## src/rtl/rc_pkg.sv

```systemverilog
package rc_pkg;
   // Bit positions inside one core's byte lane. Status and control share the lane.
   localparam int LANE_HALTED_BIT   = 0;
   localparam int LANE_BKPT_BIT     = 1;
   localparam int LANE_HALT_REQ_BIT = 2;
   localparam int LANE_STEP_REQ_BIT = 3;
   localparam int LANE_MIN_W        = 4;

   typedef struct packed {
      logic bkpt;
      logic halted;
   } lane_stat_t;

   localparam int LANE_STAT_W = $bits(lane_stat_t);
endpackage

```

## src/rtl/rc_host_if.sv

```systemverilog
module rc_host_if #(
   parameter int ADDR_W = 1
) (
   input  logic [ADDR_W-1:0] avs_address,
   input  logic              avs_read,
   input  logic              avs_write,
   output logic              wr_hit,
   output logic              rd_hit,
   output logic              rd_miss
);
   logic addr_zero;

   generate
      if (ADDR_W < 1) begin : g_bad_addr
         $error("rc_host_if: ADDR_W must be at least 1");
      end
   endgenerate

   // Only word 0 is decoded. Every other address is accepted and ignored.
   always_comb begin
      addr_zero = (avs_address == '0);
      wr_hit    = avs_write && addr_zero;
      rd_hit    = avs_read && addr_zero;
      rd_miss   = avs_read && !addr_zero;
   end
endmodule

```

## src/rtl/rc_core_lane.sv

```systemverilog
module rc_core_lane
   import rc_pkg::*;
#(
   parameter int LANE_W      = 8,
   parameter bit BOOT_HALTED = 1'b1
) (
   input  logic              clk,
   input  logic              rst_n,
   input  logic              wr_hit,
   input  logic [LANE_W-1:0] lane_wdata,
   input  logic              bkpt_in,
   input  logic              halted_in,
   output logic              halt_out,
   output logic              step_out,
   output lane_stat_t        stat
);
   logic halt_q;
   logic step_q;
   logic bkpt_q;
   logic halted_q;
   logic want_halt;
   logic want_step;
   logic resume_wr;
   logic step_fire;

   generate
      if (LANE_W < LANE_MIN_W) begin : g_bad_lane
         $error("rc_core_lane: LANE_W too small for control bits");
      end
   endgenerate

   always_comb begin
      want_halt = lane_wdata[LANE_HALT_REQ_BIT];
      want_step = lane_wdata[LANE_STEP_REQ_BIT];
      resume_wr = wr_hit && !want_halt;
      // A step needs the acknowledged halt state and never stretches past one cycle.
      step_fire = wr_hit && want_step && halted_q && !step_q;
   end

   always_ff @(posedge clk or negedge rst_n) begin
      if (!rst_n) begin
         halt_q <= BOOT_HALTED;
      end else if (wr_hit) begin
         halt_q <= want_halt;
      end
   end

   always_ff @(posedge clk or negedge rst_n) begin
      if (!rst_n) begin
         step_q <= 1'b0;
      end else begin
         step_q <= step_fire;
      end
   end

   always_ff @(posedge clk or negedge rst_n) begin
      if (!rst_n) begin
         halted_q <= 1'b0;
      end else begin
         halted_q <= halted_in;
      end
   end

   // A new breakpoint wins over a clearing resume in the same cycle.
   always_ff @(posedge clk or negedge rst_n) begin
      if (!rst_n) begin
         bkpt_q <= 1'b0;
      end else if (bkpt_in) begin
         bkpt_q <= 1'b1;
      end else if (resume_wr) begin
         bkpt_q <= 1'b0;
      end
   end

   always_comb begin
      halt_out    = halt_q;
      step_out    = step_q;
      stat.halted = halted_q;
      stat.bkpt   = bkpt_q;
   end
endmodule

```

## src/rtl/rc_status_port.sv

```systemverilog
module rc_status_port
   import rc_pkg::*;
#(
   parameter int NUM_CORES = 4,
   parameter int LANE_W    = 8,
   localparam int DATA_W   = NUM_CORES * LANE_W,
   localparam int PAD_W    = LANE_W - LANE_STAT_W
) (
   input  logic                         clk,
   input  logic                         rst_n,
   input  logic                         rd_hit,
   input  logic                         rd_miss,
   input  lane_stat_t [NUM_CORES-1:0]   stat_in,
   output logic [DATA_W-1:0]            status_word,
   output logic [DATA_W-1:0]            rdata
);
   logic [DATA_W-1:0] rdata_q;

   generate
      for (genvar gi = 0; gi < NUM_CORES; gi++) begin : g_pack
         assign status_word[gi*LANE_W + LANE_HALTED_BIT] = stat_in[gi].halted;
         assign status_word[gi*LANE_W + LANE_BKPT_BIT]   = stat_in[gi].bkpt;
         if (PAD_W > 0) begin : g_pad
            assign status_word[gi*LANE_W + LANE_STAT_W +: PAD_W] = '0;
         end
      end
   endgenerate

   // Fixed one-cycle read latency. The data holds until the next read.
   always_ff @(posedge clk or negedge rst_n) begin
      if (!rst_n) begin
         rdata_q <= '0;
      end else if (rd_hit) begin
         rdata_q <= status_word;
      end else if (rd_miss) begin
         rdata_q <= '0;
      end
   end

   assign rdata = rdata_q;
endmodule

```

## src/rtl/rc_run_control.sv

```systemverilog
module rc_run_control
   import rc_pkg::*;
#(
   parameter int NUM_CORES = 4,
   parameter int LANE_W    = 8,
   parameter int ADDR_W    = 1,
   parameter logic [NUM_CORES-1:0] BOOT_HALT = {{(NUM_CORES-1){1'b1}}, 1'b0},
   localparam int DATA_W   = NUM_CORES * LANE_W
) (
   input  logic                 clk,
   input  logic                 rst_n,
   input  logic [ADDR_W-1:0]    avs_address,
   input  logic                 avs_read,
   input  logic                 avs_write,
   input  logic [DATA_W-1:0]    avs_writedata,
   output logic [DATA_W-1:0]    avs_readdata,
   output logic [NUM_CORES-1:0] core_halt_o,
   output logic [NUM_CORES-1:0] core_step_o,
   input  logic [NUM_CORES-1:0] core_bkpt_i,
   input  logic [NUM_CORES-1:0] core_halted_i
);
   logic                       wr_hit;
   logic                       rd_hit;
   logic                       rd_miss;
   lane_stat_t [NUM_CORES-1:0] lane_stat;
   logic [DATA_W-1:0]          status_word;

   generate
      if (NUM_CORES < 1) begin : g_bad_cores
         $error("rc_run_control: NUM_CORES must be at least 1");
      end
      if (LANE_W < LANE_MIN_W) begin : g_bad_lane
         $error("rc_run_control: LANE_W must hold the control bits");
      end
   endgenerate

   rc_host_if #(.ADDR_W(ADDR_W)) u_host (
      .avs_address (avs_address),
      .avs_read    (avs_read),
      .avs_write   (avs_write),
      .wr_hit      (wr_hit),
      .rd_hit      (rd_hit),
      .rd_miss     (rd_miss)
   );

   generate
      for (genvar gc = 0; gc < NUM_CORES; gc++) begin : g_lane
         rc_core_lane #(
            .LANE_W      (LANE_W),
            .BOOT_HALTED (BOOT_HALT[gc])
         ) u_lane (
            .clk        (clk),
            .rst_n      (rst_n),
            .wr_hit     (wr_hit),
            .lane_wdata (avs_writedata[gc*LANE_W +: LANE_W]),
            .bkpt_in    (core_bkpt_i[gc]),
            .halted_in  (core_halted_i[gc]),
            .halt_out   (core_halt_o[gc]),
            .step_out   (core_step_o[gc]),
            .stat       (lane_stat[gc])
         );
      end
   endgenerate

   rc_status_port #(
      .NUM_CORES (NUM_CORES),
      .LANE_W    (LANE_W)
   ) u_status (
      .clk         (clk),
      .rst_n       (rst_n),
      .rd_hit      (rd_hit),
      .rd_miss     (rd_miss),
      .stat_in     (lane_stat),
      .status_word (status_word),
      .rdata       (avs_readdata)
   );
endmodule

```

## config.mk

```make
export PLATFORM = sky130hd
export DESIGN_NAME = rc_run_control
export DESIGN_NICKNAME = d
export VERILOG_FILES = /design/src/rtl/rc_pkg.sv /design/src/rtl/rc_host_if.sv /design/src/rtl/rc_core_lane.sv /design/src/rtl/rc_status_port.sv /design/src/rtl/rc_run_control.sv
export SDC_FILE = /design/constraint.sdc
export NUM_CORES = 1
export LEC_CHECK = 0
export BUFFER_PORTS_ARGS = -buffer_cell sky130_fd_sc_hd__buf_2
export CAP_MARGIN = 30
export CORE_UTILIZATION = 46
export DETAILED_ROUTE_END_ITERATION = 8
export GPL_TIMING_DRIVEN = 0
export PLACE_DENSITY = 0.84
export SETUP_SLACK_MARGIN = 0.2
export SYNTH_ARGS = -nofsm -noshare
export SYNTH_HDL_FRONTEND = slang
export SYNTH_HIERARCHICAL = 1
export SYNTH_SLANG_ARGS = --single-unit
```

## constraint.sdc

```tcl
create_clock -name clk -period 1.5 [get_ports clk]
set_clock_uncertainty 0.1 [all_clocks]
set_input_delay 0.075 -clock clk [delete_from_list [all_inputs] [get_ports clk]]
set_output_delay 0.075 -clock clk [all_outputs]
set_load 0.02 [all_outputs]
```

==> results.txt, run 1 <==
HPWL after detailed placement - 1.53 mm
Slew Limit Fails - 0
NumNets Final - 213
# resized after CTS - 0
Power Density - 874 mW/mm^2
port buffer count - 36
core area - 0.00225 mm^2
Vias per Instance - 4.22
TritonCTS buffer count - 3
clock tree buffer depth - 2
final hold vios - 0
Worst-path clk slew - 0.12 ns
Final min period - 1.18 ns
die area - 0.00266 mm^2
Final Cycle Share - 78.7%
hold path depth - 3
reg2reg path depth - 2
CP max-delay cell - dfstp_2
CP Launch Type - flop
Initial Util - 50.1%
Final ANT Viol Nets - 0
CTS tree - yes
setup bufs post-CTS - 0
n_diodes - 0
vias in the first global route - 777
max cap viols - 0
worst path bufs/invs - 1
Pleak - 0.900 nW
Worst Hold Class - primary input to flop
worst-path fanout max - 2
layout cells sized above 1 - 51.5%
highest clock rate - 847 MHz
Die X - 51.5 um
Sink Count - 24
cell area after synthesis - 0.00113 mm^2
io pins - 85
CTS Root Buffer Type - clkbuf_4
Yosys warning total - 6
DR pass1 iterations - 2
Critical Path AT - 1.01 ns
Worst path depth - 1
RSZ-0062 raised after global routing - false
DR WL/cell - 11.1 um
DR iter-0 viols - 2
cell family with most CP delay - flip-flops
VDD IR max - 631 uV
largest net degree at the start of global routing - 25
Tot Pwr - 1.44 mW
antenna violations before repair - 0
dpl cells - 174
Post-route DRC - 0
outcome - complete, no violations
GRT overflow - 0
Worst-Skew Late Latency - 0.29 ns
Post-Syn Area per Cell - 13.1 um^2
Slew headroom - 65.2%
first-pass GRT wire length - 3.42 mm
vias post-DR - 822
Critical Path RT - 1.32 ns
Layout area overhead - 45.7%
CP Cell Sequence - buf_2
CP endpoint kind - output port
DRT Wirelength - 2.16 mm
Die Span Y - 51.5 um
Post-Synthesis Cells - 86
site row count - 17
H-tree depth - 1
Setup-failing EPs final - 0
crit path kind - flop to output port
Worst-Margin Slew - 0.523 ns
total track usage - 17.5%
RePlAce Congestion - 0.638
slowest stage delay, CP - 0.55 ns
post-route insts no fill - 195
power breakdown:
group          total [mW]  internal (mW)  switching, mW  leakage [nW]
logic               0.380          0.186          0.194         0.596
clock network       0.319          0.148          0.172        0.0210
registers           0.738          0.708         0.0294         0.283
total                1.44           1.04          0.395         0.900
layout by cell type, fill, tap and decap left out:
cell type / n
buf_6: 1
a21o_1: 4
nand2b_1: 4
and2_1: 1
dfrtp_1: 21
and4b_2: 4
mux2_4: 4
nor2_8: 1
clkbuf_4: 3
dfstp_2: 3
dlygate4sd3_1: 17
a22o_1: 8
conb_1: 24
buf_2: 36
nor2b_1: 2
clkbuf_8: 1
buf_4: 33
timing repair:
item / CTS / global route
setup endpoints to repair: 0 / 0
hold buffers: 17 / 0
hold endpoints to repair: 40 / 0
metrics by stage:
step	setup WS [ns]	setup TNS (ns)	util [%]	area [um^2]	hold slack, ns
finish	0.320	0	72.9	1640	0.0788
global route	0.281	0	72.9	1640	0.0751
floorplan	0.299	0	-	1210	-0.321
detailed placement	0.291	0	63.8	1440	-0.0192
global placement	-0.0691	-0.408	63.4	1430	-0.0313
CTS	0.301	0	72.9	1640	0.0730
flip-flops by register name (all words and copies together) (netlist names):
name                    flops
g_lane.u_lane/halt_out      4
g_lane.u_lane/bkpt_q        4
u_status/rdata              8
g_lane.u_lane/halted_q      4
g_lane.u_lane/step_out      4
layer usage:
metal | GRT usage [%] | vias up | wire [um]
met3 | 2.05 | 0 | 143
met4 | 2.70 | 0 | 0
met5 | 0 | - | 0
met1 | 19.4 | 388 | 838
li1 | - | 394 | -
met2 | 35.5 | 40 | 1180
worst paths after layout:
kind / from / to / slack [ns]
min in group asynchronous: rst_n / g_lane[0].u_lane/halt_out / 0.17
worst max register to register: g_lane[0].u_lane/halted_q / u_status/rdata[0] / 0.54
max in group asynchronous: rst_n / g_lane[1].u_lane/halt_out / 0.77
worst max-delay path: g_lane[2].u_lane/halt_out / core_halt_o[2] / 0.32
worst min-delay path: avs_address / g_lane[1].u_lane/step_out / 0.08
worst min register to register: g_lane[2].u_lane/bkpt_q / g_lane[2].u_lane/bkpt_q / 0.39
cell type report:
type / instances / area [um^2]
Multi-Input combinational cell: 52 / 359
Fill cell: 169 / 611
Timing Repair Buffer: 54 / 358
Tap cell: 28 / 35.0
Clock buffer: 4 / 36.3
Buffer: 33 / 251
Sequential cell: 24 / 604
tightest hold or removal path, stage by stage:
cell	delay, ns
buf_2	0.10
nor2b_1	0.07
and4b_2	0.21
No activity file was read; power rests on OpenSTA's default activity.
==> run 2: changes to the inputs <==
Settings changed: CORE_UTILIZATION 46 to 42, PLACE_DENSITY 0.84 to 0.78.
Clock period 1.5 ns to 1.1 ns, I/O delays scaled along.
==> run 2 against run 1 <==
Compared with the run above: largest cell class unchanged; final cell count is 4.1% higher; sequential share of layout area down 3.3 points; the run now ends with negative setup slack left; final area is 10% higher.
==> results.txt, run 2 (synthesis results as in run 1) <==
TritonCTS buffer count - 3 (unchanged)
Initial Util - 45.1% (-4.9 points)
core area - 0.00250 mm^2 (+11%)
CTS Root Buffer Type - clkbuf_4
Reg power frac - 48.6% (-2.7 points)
cell family with most CP delay - flip-flops
Layout area overhead - 60.5%
end of the worst register-to-register path - u_status/rdata[8]
H-tree depth - 1 (unchanged)
grt met1 use - 20.5% (+1.1 points)
Worst-Margin Slew - 0.514 ns (-0.00886 ns)
CTS tree - yes
Critical Path AT - 0.99 ns (-0.02 ns)
port buffer count - 36 (unchanged)
met3 usage - 3.11% (+1.1 points)
Crit. Startpoint - g_lane[2].u_lane/halt_out
clock network fraction of total power - 21.5% (-0.7 points)
antenna violations before repair - 0 (unchanged)
Setup crit end - core_halt_o[2]
CP Cell Sequence - buf_6
HPWL after detailed placement - 1.45 mm (-4.7%)
GRT overflow - 0 (unchanged)
NetSw - 577 uW (+46%)
Worst-path clk slew - 0.13 ns (about the same)
worst-path fanout max - 2 (unchanged)
worst r2r src - g_lane[1].u_lane/halted_q
DR WL/cell - 11.1 um (+0.11%)
Pleak - 0.959 nW (+6.6%)
failing checks - negative setup slack
final hold vios - 0 (unchanged)
NumNets Final - 219 (+2.8%)
Setup-failing EPs final - 3 (+3)
max cap viols - 0 (unchanged)
Die X - 53.8 um (+4.5%)
site row count - 18 (+1)
Die Span Y - 53.8 um (+4.5%)
Setup Total Neg Slack - -0.111 ns (-0.111 ns)
worst path bufs/invs - 1 (unchanged)
Worst Hold Class - primary input to flop
most frequent cells in the layout - buf_4, conb_1, dfrtp_1, buf_6, buf_2
Final ANT Viol Nets - 0 (unchanged)
commonest non-fill, non-tap cell in the layout - buf_4
internal power - 1.52 mW (+46%)
VDD IR max - 968 uV (+53%)
vias post-DR - 836 (+1.7%)
DRT Wirelength - 2.25 mm (+4.2%)
Power Density - 1160 mW/mm^2 (+33%)
Worst path depth - 1 (unchanged)
worst setup margin - -0.0464 ns (-0.366 ns)
reg2reg path depth - 2 (unchanged)
Critical Path RT - 0.94 ns (-0.38 ns)
slowest stage delay, CP - 0.57 ns (+0.02 ns)
CP max-delay cell - dfstp_2
CP Launch Type - flop
RSZ-0062 raised after global routing - true
total track usage - 17.3% (-0.14 points)
met2 Resource Use GR - 32.1% (-3.4 points)
DR iter-0 viols - 7 (+5)
Final min period - 1.15 ns
n_diodes - 0 (unchanged)
Largest register FFs - 8 (unchanged)
combinational share of power - 29.9% (+3.4 points)
Slew Limit Fails - 0 (unchanged)
outcome - complete, but fails checks
largest net degree at the start of global routing - 25 (unchanged)
grt peak-use layer - met2
sw frac - 27.5% (about the same)
Sink Count - 24 (unchanged)
layout cells sized above 1 - 54.3% (+2.8 points)
first-pass GRT wire length - 3.51 mm (+2.6%)
R2R Setup Slk - 0.17 ns (-0.37 ns)
DR pass1 iterations - 3 (+1)
Fillers - 178 (+5.3%)
io pins - 85 (unchanged)
Vias per Instance - 4.12 (-2.3%)
Worst-Skew Late Latency - 0.30 ns (about the same)
highest clock rate - 872 MHz
Core Util, Final - 72.5% (-0.45 points)
clock tree buffer depth - 2 (unchanged)
CP endpoint kind - output port
crit path kind - flop to output port
Final Cycle Share - 104%
vias in the first global route - 788 (+1.4%)
Post-route DRC - 0 (unchanged)
RePlAce Congestion - 0.624 (-2.2%)
die area - 0.00290 mm^2 (+9.1%)
Slew headroom - 65.7% (+0.59 points)
-- run 2: changes by cell type in the layout (fill, tap and decap cells not counted) --
cell | previous run | this run
dfrtp_1 | 21 | 20
dfrtp_2 | 0 | 1
buf_6 | 1 | 20
nor2b_1 | 2 | 1
nor2b_4 | 0 | 1
buf_4 | 33 | 36
buf_2 | 36 | 20
-- run 2: worst min-delay path by stage --
stage | slack, ns | endpoint | depth (start not counted) | start
2_1_floorplan | -0.34 | g_lane[0].u_lane/bkpt_q | 0 | rst_n
3_3_place_gp | -0.05 | g_lane[3].u_lane/halted_q | 1 | rst_n
3_5_place_dp | -0.04 | g_lane[0].u_lane/bkpt_q | 1 | rst_n
4_1_cts | 0.06 | g_lane[1].u_lane/bkpt_q | 4 | avs_address
5_1_grt | 0.08 | g_lane[1].u_lane/bkpt_q | 4 | avs_address
6_report | 0.07 | g_lane[1].u_lane/bkpt_q | 4 | avs_address
-- run 2: through the flow --
stage                     hold WS (ns)  std cells  setup WS [ns]  cell area, um^2  power [mW]
after floorplan                 -0.341        109          0.178             1220        1.36
after global placement         -0.0515        175         0.0399             1440        1.48
after detailed placement       -0.0364        175         0.0250             1440        1.49
after CTS                       0.0612        201        -0.0556             1790        2.09
after global routing            0.0794        203        -0.0952             1810        2.21
final                           0.0660        203        -0.0464             1810        2.10
-- run 2: layout make-up --
type,instances,area (um^2),area share [%]
clock buffer,4,36.3,2.00
timing repair buffer,60,510,28.2
buffer,33,255,14.1
multi-input combinational,52,367,20.2
tap,30,37.5,2.07
sequential,24,606,33.4
-- run 2: repair_timing --
action,4_1_cts,5_1_grt
hold buffers,17,3
setup buffers,5,2
hold endpoints to repair,40,6
endpoints found under the setup margin,24,29
pin swaps,8,2
resized for setup,32,3
-- run 2: power groups by stage --
stage	Clock, mW	Combinational, mW	Sequential (mW)
2_1_floorplan	0	0.264	1.09
3_3_place_gp	0	0.461	1.02
3_5_place_dp	0	0.471	1.02
4_1_cts	0.458	0.610	1.02
5_1_grt	0.501	0.677	1.03
6_report	0.451	0.628	1.02
-- run 2: metal layers --
metal  vias up  share of wire, %  routed length [um]
met5         -                 0                   0
met4         0                 0                   0
met3         0               7.1                 160
met2        41                54                1210
met1       387                39                 875
li1        408                 -                   -
